--- config.mk ---
export PLATFORM = sky130hd
export DESIGN_NAME = acc_alu
export DESIGN_NICKNAME = d
export VERILOG_FILES = /design/src/rtl/acc_alu.sv
export SDC_FILE = /design/constraint.sdc
export NUM_CORES = 1
export LEC_CHECK = 0
export BUFFER_PORTS_ARGS = -buffer_cell sky130_fd_sc_hd__clkbuf_2
export CAP_MARGIN = 10
export CORE_ASPECT_RATIO = 1.1
export CORE_MARGIN = 5
export CORE_UTILIZATION = 54
export DETAILED_ROUTE_END_ITERATION = 8
export PLACE_DENSITY = 0.85
export RECOVER_POWER = 50
export SETUP_SLACK_MARGIN = 0.05
export SYNTH_ARGS = -nofsm -noshare
export SYNTH_HDL_FRONTEND = slang
export SYNTH_SLANG_ARGS = --single-unit
--- constraint.sdc ---
create_clock -name vclk -period 3.7
set_clock_uncertainty 0.2 [all_clocks]
set_input_delay 0.185 -clock vclk [all_inputs]
set_output_delay 0.185 -clock vclk [all_outputs]
set_load 0.02 [all_outputs]
--- src/rtl/acc_alu.sv ---
module acc_alu #(
  parameter int W = 8
) (
  input  logic [3:0]   op_i,
  input  logic [W-1:0] reg_i,
  input  logic [W-1:0] mem_i,
  input  logic         carry_i,
  output logic [W-1:0] result_o,
  output logic         result_we_o,
  output logic         n_o,
  output logic         z_o,
  output logic         c_o,
  output logic         v_o,
  output logic         n_we_o,
  output logic         z_we_o,
  output logic         c_we_o,
  output logic         v_we_o
);
  localparam int MSB = W - 1;
  localparam logic [3:0] OP_ADD = 4'h0, OP_SUB = 4'h1, OP_OR  = 4'h2, OP_AND = 4'h3,
                         OP_XOR = 4'h4, OP_CMP = 4'h5, OP_INC = 4'h6, OP_DEC = 4'h7,
                         OP_ASL = 4'h8, OP_LSR = 4'h9, OP_ROL = 4'hA, OP_ROR = 4'hB,
                         OP_BIT = 4'hC, OP_MOV = 4'hD, OP_MSP = 4'hE;

  logic         invert, cin, ovf;
  logic [W-1:0] addend, val;
  logic [W:0]   sum;
  logic         nz_we;

  assign invert = (op_i == OP_SUB) || (op_i == OP_CMP);
  assign addend = invert ? ~mem_i : mem_i;
  assign cin    = (op_i == OP_CMP) ? 1'b1 : carry_i;
  assign sum    = {1'b0, reg_i} + {1'b0, addend} + {{W{1'b0}}, cin};
  assign ovf    = ~(reg_i[MSB] ^ addend[MSB]) & (reg_i[MSB] ^ sum[MSB]);

  always_comb begin
    val         = reg_i;
    result_we_o = 1'b0;
    nz_we       = 1'b0;
    c_we_o      = 1'b0;
    v_we_o      = 1'b0;
    c_o         = 1'b0;
    v_o         = 1'b0;
    case (op_i)
      OP_ADD, OP_SUB: begin
        val = sum[MSB:0];
        c_o = sum[W];
        v_o = ovf;
        result_we_o = 1'b1; nz_we = 1'b1; c_we_o = 1'b1; v_we_o = 1'b1;
      end
      OP_OR:  begin val = reg_i | mem_i; result_we_o = 1'b1; nz_we = 1'b1; end
      OP_AND: begin val = reg_i & mem_i; result_we_o = 1'b1; nz_we = 1'b1; end
      OP_XOR: begin val = reg_i ^ mem_i; result_we_o = 1'b1; nz_we = 1'b1; end
      OP_CMP: begin
        val = sum[MSB:0];
        c_o = sum[W];
        nz_we = 1'b1; c_we_o = 1'b1;
      end
      OP_INC: begin val = reg_i + 1'b1; result_we_o = 1'b1; nz_we = 1'b1; end
      OP_DEC: begin val = reg_i - 1'b1; result_we_o = 1'b1; nz_we = 1'b1; end
      OP_ASL: begin
        {c_o, val} = {reg_i, 1'b0};
        result_we_o = 1'b1; nz_we = 1'b1; c_we_o = 1'b1;
      end
      OP_LSR: begin
        {val, c_o} = {1'b0, reg_i};
        result_we_o = 1'b1; nz_we = 1'b1; c_we_o = 1'b1;
      end
      OP_ROL: begin
        {c_o, val} = {reg_i, carry_i};
        result_we_o = 1'b1; nz_we = 1'b1; c_we_o = 1'b1;
      end
      OP_ROR: begin
        {val, c_o} = {carry_i, reg_i};
        result_we_o = 1'b1; nz_we = 1'b1; c_we_o = 1'b1;
      end
      OP_BIT: begin
        val = reg_i & mem_i;
        v_o = mem_i[MSB-1];
        nz_we = 1'b1; v_we_o = 1'b1;
      end
      OP_MOV: begin val = mem_i; result_we_o = 1'b1; nz_we = 1'b1; end
      OP_MSP: begin val = mem_i; result_we_o = 1'b1; end
      default: ;
    endcase
  end

  assign n_o      = (op_i == OP_BIT) ? mem_i[MSB] : val[MSB];
  assign z_o      = (val == '0);
  assign n_we_o   = nz_we;
  assign z_we_o   = nz_we;
  assign result_o = result_we_o ? val : reg_i;
endmodule


[Word-level counts from Yosys, hierarchy flattened]
Cells that the tools add are included.
Cells by class
  add/subtract/negate cells: 4
  eq/ne operators: 14
  muxes and demuxes: 11
  bitwise gates (word level): 8
  reduce and logical (&&, ||, !) cells: 13
Operators by type and width (number)
  $pmux W8 S11: 1
  $eq A4 B4 Y1 const B: 7
  $eq A4 B3 Y1 const B: 4
  $mux W8: 2
  $reduce_or A14 Y1: 1
  $reduce_or A13 Y1: 1
  $reduce_or A2 Y1: 5
  $add A8 B8 Y9: 1
  $add A9 B1 Y9: 1
  $add A8 B1 Y8 const B: 1
  $and A8 B8 Y8: 1
  $eq A4 B2 Y1 const B: 2
  $logic_not A8 Y1: 1
  $not A8 Y8: 1
  $or A8 B8 Y8: 1
  $sub A8 B1 Y8 const B: 1
  $xor A8 B8 Y8: 1
  $reduce_or A7 Y1: 1
  $mux W1: 6
  $reduce_or A3 Y1: 2
  $eq A4 B1 Y1 const B: 1
  $logic_not A4 Y1: 1
  $pmux W1 S3: 1
  $pmux W1 S2: 1
  4 further kinds: 5
Storage, ports and cells
  register bits: 0
  input bits: 21
  logic and storage cells: 50

[Logic depth before layout (Yosys ltp)]
  depth in word-level cells: 8
  depth in mapped cells: 15
  gate-level depth less buffers: 13

[Least setup slack after synthesis]
No wires, ideal clock.
  path kind: input port to output port
  from: input op_i[1]
  to: output z_o
  data arrival time: 3666 ps
  slack: -351 ps
  stages on the path: 15
  buffers on the path: 3
  cells stage by stage: buf_4 > clkbuf_1 > buf_2 > nor3_2 > xnor2_1 > fa_1 > inv_1 > fa_1 > xnor2_1 > mux2_2 > a32oi_1 > o211ai_1 > a222oi_1 > nand4b_1 > nor4_2
Between the ends
  longest elaborated chain between the ends: 7
RTL lines
  start, declared: line 4  | input logic [3:0] op_i,
  $eq A4 B1 Y1 or $eq A4 B3 Y1 (tied branches): line 30, 44, 32
  $logic_or A1 B1 Y1: line 30  | assign invert = (op_i == OP_SUB) || (op_i == OP_CMP);
  $mux W8: line 31  | assign addend = invert ? ~mem_i : mem_i;
  $add A8 B8 Y9: line 33  | assign sum = {1'b0, reg_i} + {1'b0, addend} + {{W{1'b0}}, cin};
  $add A9 B1 Y9: line 33
  $pmux W8 S11 (*): line 44  | case (op_i)
  $logic_not A8 Y1 (*): line 89  | assign z_o = (val == '0);
  end, declared: line 11  | output logic z_o,
Every way passes the cells marked *; elsewhere a longest branch is shown, timed or not.

[Worst setup path in the final report]
  from: input op_i[3]
  to: output z_o
The elaborated chain is that of the path after synthesis.

==> summary.md <==
## Outcome
* result of the run: finished clean

## Layout
* fraction of layout cells with a size suffix above 1: 0.233
* fillers: 331
* clk_buf instances: 0
* area growth from synthesis to layout: 16.0%
* nets: 385
* FFs & Latches: 0
* Finished Layout Cells: 380
* utilization after layout: 0.659
* register area: 0 sq um
* multi-input logic area: 1960 sq um
* number of diodes: 0

## STA
* final critical path time including I/O delays and setup: 3.54 ns
* Hold Violations, Final: 0
* Max Fclk: 0.283 GHz
* final hold slack: 0.575 ns
* Rel. slew slack: 0.292
* Final Max Slew Viols: 0
* Final period util: 0.956
* RSZ-0062 raised after global routing: no
* Setup violations, final: 0
* worst slew pin tran: 1.06 ns

## Route
* DR vias: 2,531
* Remaining DRCs: 0
* mean routed wirelength per cell: 17.7 um
* Iteration-0 DRC Markers: 322
* vias per cell: 6.66
* total detailed-routing wirelength: 6740 um
* number of iterations in the first detailed-routing pass: 5
* antenna violation net count after detailed routing: 0

## Global routing
* M2 GR Usage: 0.453
* maximum number of pins on one net before global-route repair: 31
* vias in the first global route: 2,351
* GRT busiest layer: met2
* met3 Resource Use GR: 0.0401
* total congestion overflow after global routing: 0
* met1 track demand over resource: 0.307
* number of antenna violations at the first check in global routing: 0
* first-pass GRT wire length: 10,800 um
* total track usage: 0.246

## Placement
* number of input and output port buffers inserted: 38
* detailed placer's ending HPWL: 5130 um
* GPL Wtd Cong: 0.926
* Cells after DPL: 376

## Setup path
* worst-path fanout max: 4
* slowest stage cell on the critical path: sky130_fd_sc_hd__fa_2
* CP Buf/Inv Count: 4
* chain of cells forming the critical path: clkbuf_2 > nor3_4 > xnor2_2 > fa_1 > inv_2 > fa_2 > xnor2_1 > mux2_2 > a32oi_1 > o211ai_1 > buf_4 > o41ai_2 > nand4b_1 > nor4_4 > buf_4
* data required time at the worst endpoint: 3.31 ns
* critical path's largest stage delay: 0.36 ns
* cell occurring most often along the worst timing path: sky130_fd_sc_hd__buf_4
* CP startpoint kind: primary input
* Arrival @ worst endpoint: 3.15 ns
* critical path type: in2out
* cell family with most CP delay: simple AND/OR/NAND/NOR gates
* element type at the critical path end: primary output

## Synthesis
* post-synthesis cell type count: 66
* post-synthesis cell type with the largest combined area: sky130_fd_sc_hd__ha_1
* post-synthesis net count: 345
* most common library cells after synthesis: sky130_fd_sc_hd__ha_1, sky130_fd_sc_hd__nor2_1, sky130_fd_sc_hd__inv_1
* synthesized area divided by synthesized cell count: 7.16 sq um
* post-synthesis instance area: 2090 sq um
* biggest area contributors in the synthesized netlist: sky130_fd_sc_hd__ha_1, sky130_fd_sc_hd__xnor2_1, sky130_fd_sc_hd__nor2_1
* synthesized instance count: 292
* Synth top area share: 0.173
* most frequent cell after synthesis: sky130_fd_sc_hd__ha_1
* share of the yosys chip area belonging to registers: 0
* number of warning messages in the yosys log: 0

## Floorplan
* Ports: 38
* die boundary width: 69.3 um
* area of the core: 3680 sq um
* DIE HEIGHT: 75.3 um
* starting density of the core: 0.568
* num rows: 23
* die area: 5220 sq um

## Power and ir drop
* worst-case vdd ir drop: 0.0760 mV
* total power per unit cell area: 167 nW/um^2
* sum of internal, switching and leakage power: 0.406 mW
* LEAKAGE: 1.11 nW

## Job
* max_cap viols: 0

## CTS
* CTS Hold Bufs: 0

## Worst hold path
* path class of the lowest-slack min-delay path: in2out

[final timing paths]
kind,from,to,slack (ns),cells after the start
max,op_i[3],z_o,0.16,15
min,mem_i[7],n_o,0.58,3
[area by class of cell]
cell class                 count  share of cell area
multi-input combinational    251               0.806
timing repair buffer          55               0.131
inverter                      24              0.0371
tap                           50              0.0258
[layout by cell type, fill, tap and decap left out, types with 2 or more instances in the layout]
| cell type | count |
|---|---|
| sky130_fd_sc_hd__a211o_1 | 3 |
| sky130_fd_sc_hd__a211oi_2 | 2 |
| sky130_fd_sc_hd__a21o_1 | 5 |
| sky130_fd_sc_hd__a21oi_1 | 16 |
| sky130_fd_sc_hd__a221oi_1 | 3 |
| sky130_fd_sc_hd__a222oi_1 | 2 |
| sky130_fd_sc_hd__a22o_1 | 3 |
| sky130_fd_sc_hd__a22oi_1 | 4 |
| sky130_fd_sc_hd__a31oi_1 | 4 |
| sky130_fd_sc_hd__a32o_1 | 3 |
| sky130_fd_sc_hd__a32oi_1 | 2 |
| sky130_fd_sc_hd__buf_4 | 16 |
| sky130_fd_sc_hd__clkbuf_1 | 3 |
| sky130_fd_sc_hd__clkbuf_2 | 35 |
| sky130_fd_sc_hd__fa_1 | 2 |
| sky130_fd_sc_hd__ha_1 | 29 |
| sky130_fd_sc_hd__inv_1 | 22 |
| sky130_fd_sc_hd__inv_2 | 2 |
| sky130_fd_sc_hd__mux2_2 | 5 |
| sky130_fd_sc_hd__mux2i_1 | 3 |
| sky130_fd_sc_hd__nand2_1 | 14 |
| sky130_fd_sc_hd__nand2b_1 | 8 |
| sky130_fd_sc_hd__nand3_1 | 6 |
| sky130_fd_sc_hd__nand3b_1 | 3 |
| sky130_fd_sc_hd__nand4_1 | 3 |
| sky130_fd_sc_hd__nor2_1 | 25 |
| sky130_fd_sc_hd__nor2b_1 | 7 |
| sky130_fd_sc_hd__nor3_1 | 5 |
| sky130_fd_sc_hd__nor3b_1 | 6 |
| sky130_fd_sc_hd__nor4_1 | 3 |
| sky130_fd_sc_hd__o211ai_1 | 6 |
| sky130_fd_sc_hd__o21ai_0 | 17 |
| sky130_fd_sc_hd__o22ai_1 | 5 |
| sky130_fd_sc_hd__o31ai_1 | 4 |
| sky130_fd_sc_hd__o32a_1 | 2 |
| sky130_fd_sc_hd__o41ai_2 | 2 |
| sky130_fd_sc_hd__xnor2_1 | 12 |
| sky130_fd_sc_hd__xor2_1 | 4 |
[metrics by stage]
| stage | worst slack (ns) | area [sq um] | TNS [ns] |
|---|---|---|---|
| 2_1_floorplan | -0.0441 | 2140 | -0.0441 |
| 3_3_place_gp | 0.0450 | 2380 | 0 |
| 3_5_place_dp | 0.0438 | 2380 | 0 |
| 4_1_cts | 0.0578 | 2390 | 0 |
| 5_1_grt | 0.0393 | 2430 | 0 |
| 6_report | 0.162 | 2430 | 0 |
[report_power, final]
part | leakage [nW] | internal, mW | total [mW] | switching, mW
Combinational | 1.11 | 0.168 | 0.406 | 0.238
Clock | 0 | 0 | 0 | 0
Sequential | 0 | 0 | 0 | 0
Total | 1.11 | 0.168 | 0.406 | 0.238
[metal layers]
| layer | wire length (um) | vias to the layer above | share of wire |
|---|---|---|---|
| met5 | 0 | - | 0 |
| met4 | 178 | 0 | 0.026 |
| met3 | 684 | 21 | 0.10 |
| met2 | 3190 | 166 | 0.47 |
| met1 | 2690 | 1170 | 0.40 |
| li1 | - | 1174 | - |
[tightest hold or removal path, delay by kind of cell]
family	cells	cell delay [ns]
buffers and inverters	2	0.28
muxes	1	0.13
[logic make-up (layout without fill, tap and decap cells)]
kind of cell             after synthesis  in the layout  share of synthesized area
AO/OA/AOI/OAI                         98             98                      0.340
XOR/XNOR                              17             17                     0.0712
adder cells (fa/ha/maj)               32             32                      0.202
multiplexers                          10             10                     0.0514
AND/OR/NAND/NOR                       94             94                      0.247
buffers and inverters                 41             79                     0.0879
[timing repair]
action                     CTS  global route
setup endpoints to repair    2             3
gates resized for setup      2             7
gates cloned                 0             0
setup buffers                0             4
pin swaps                    0             9
No activity file was read; power rests on OpenSTA's default activity.
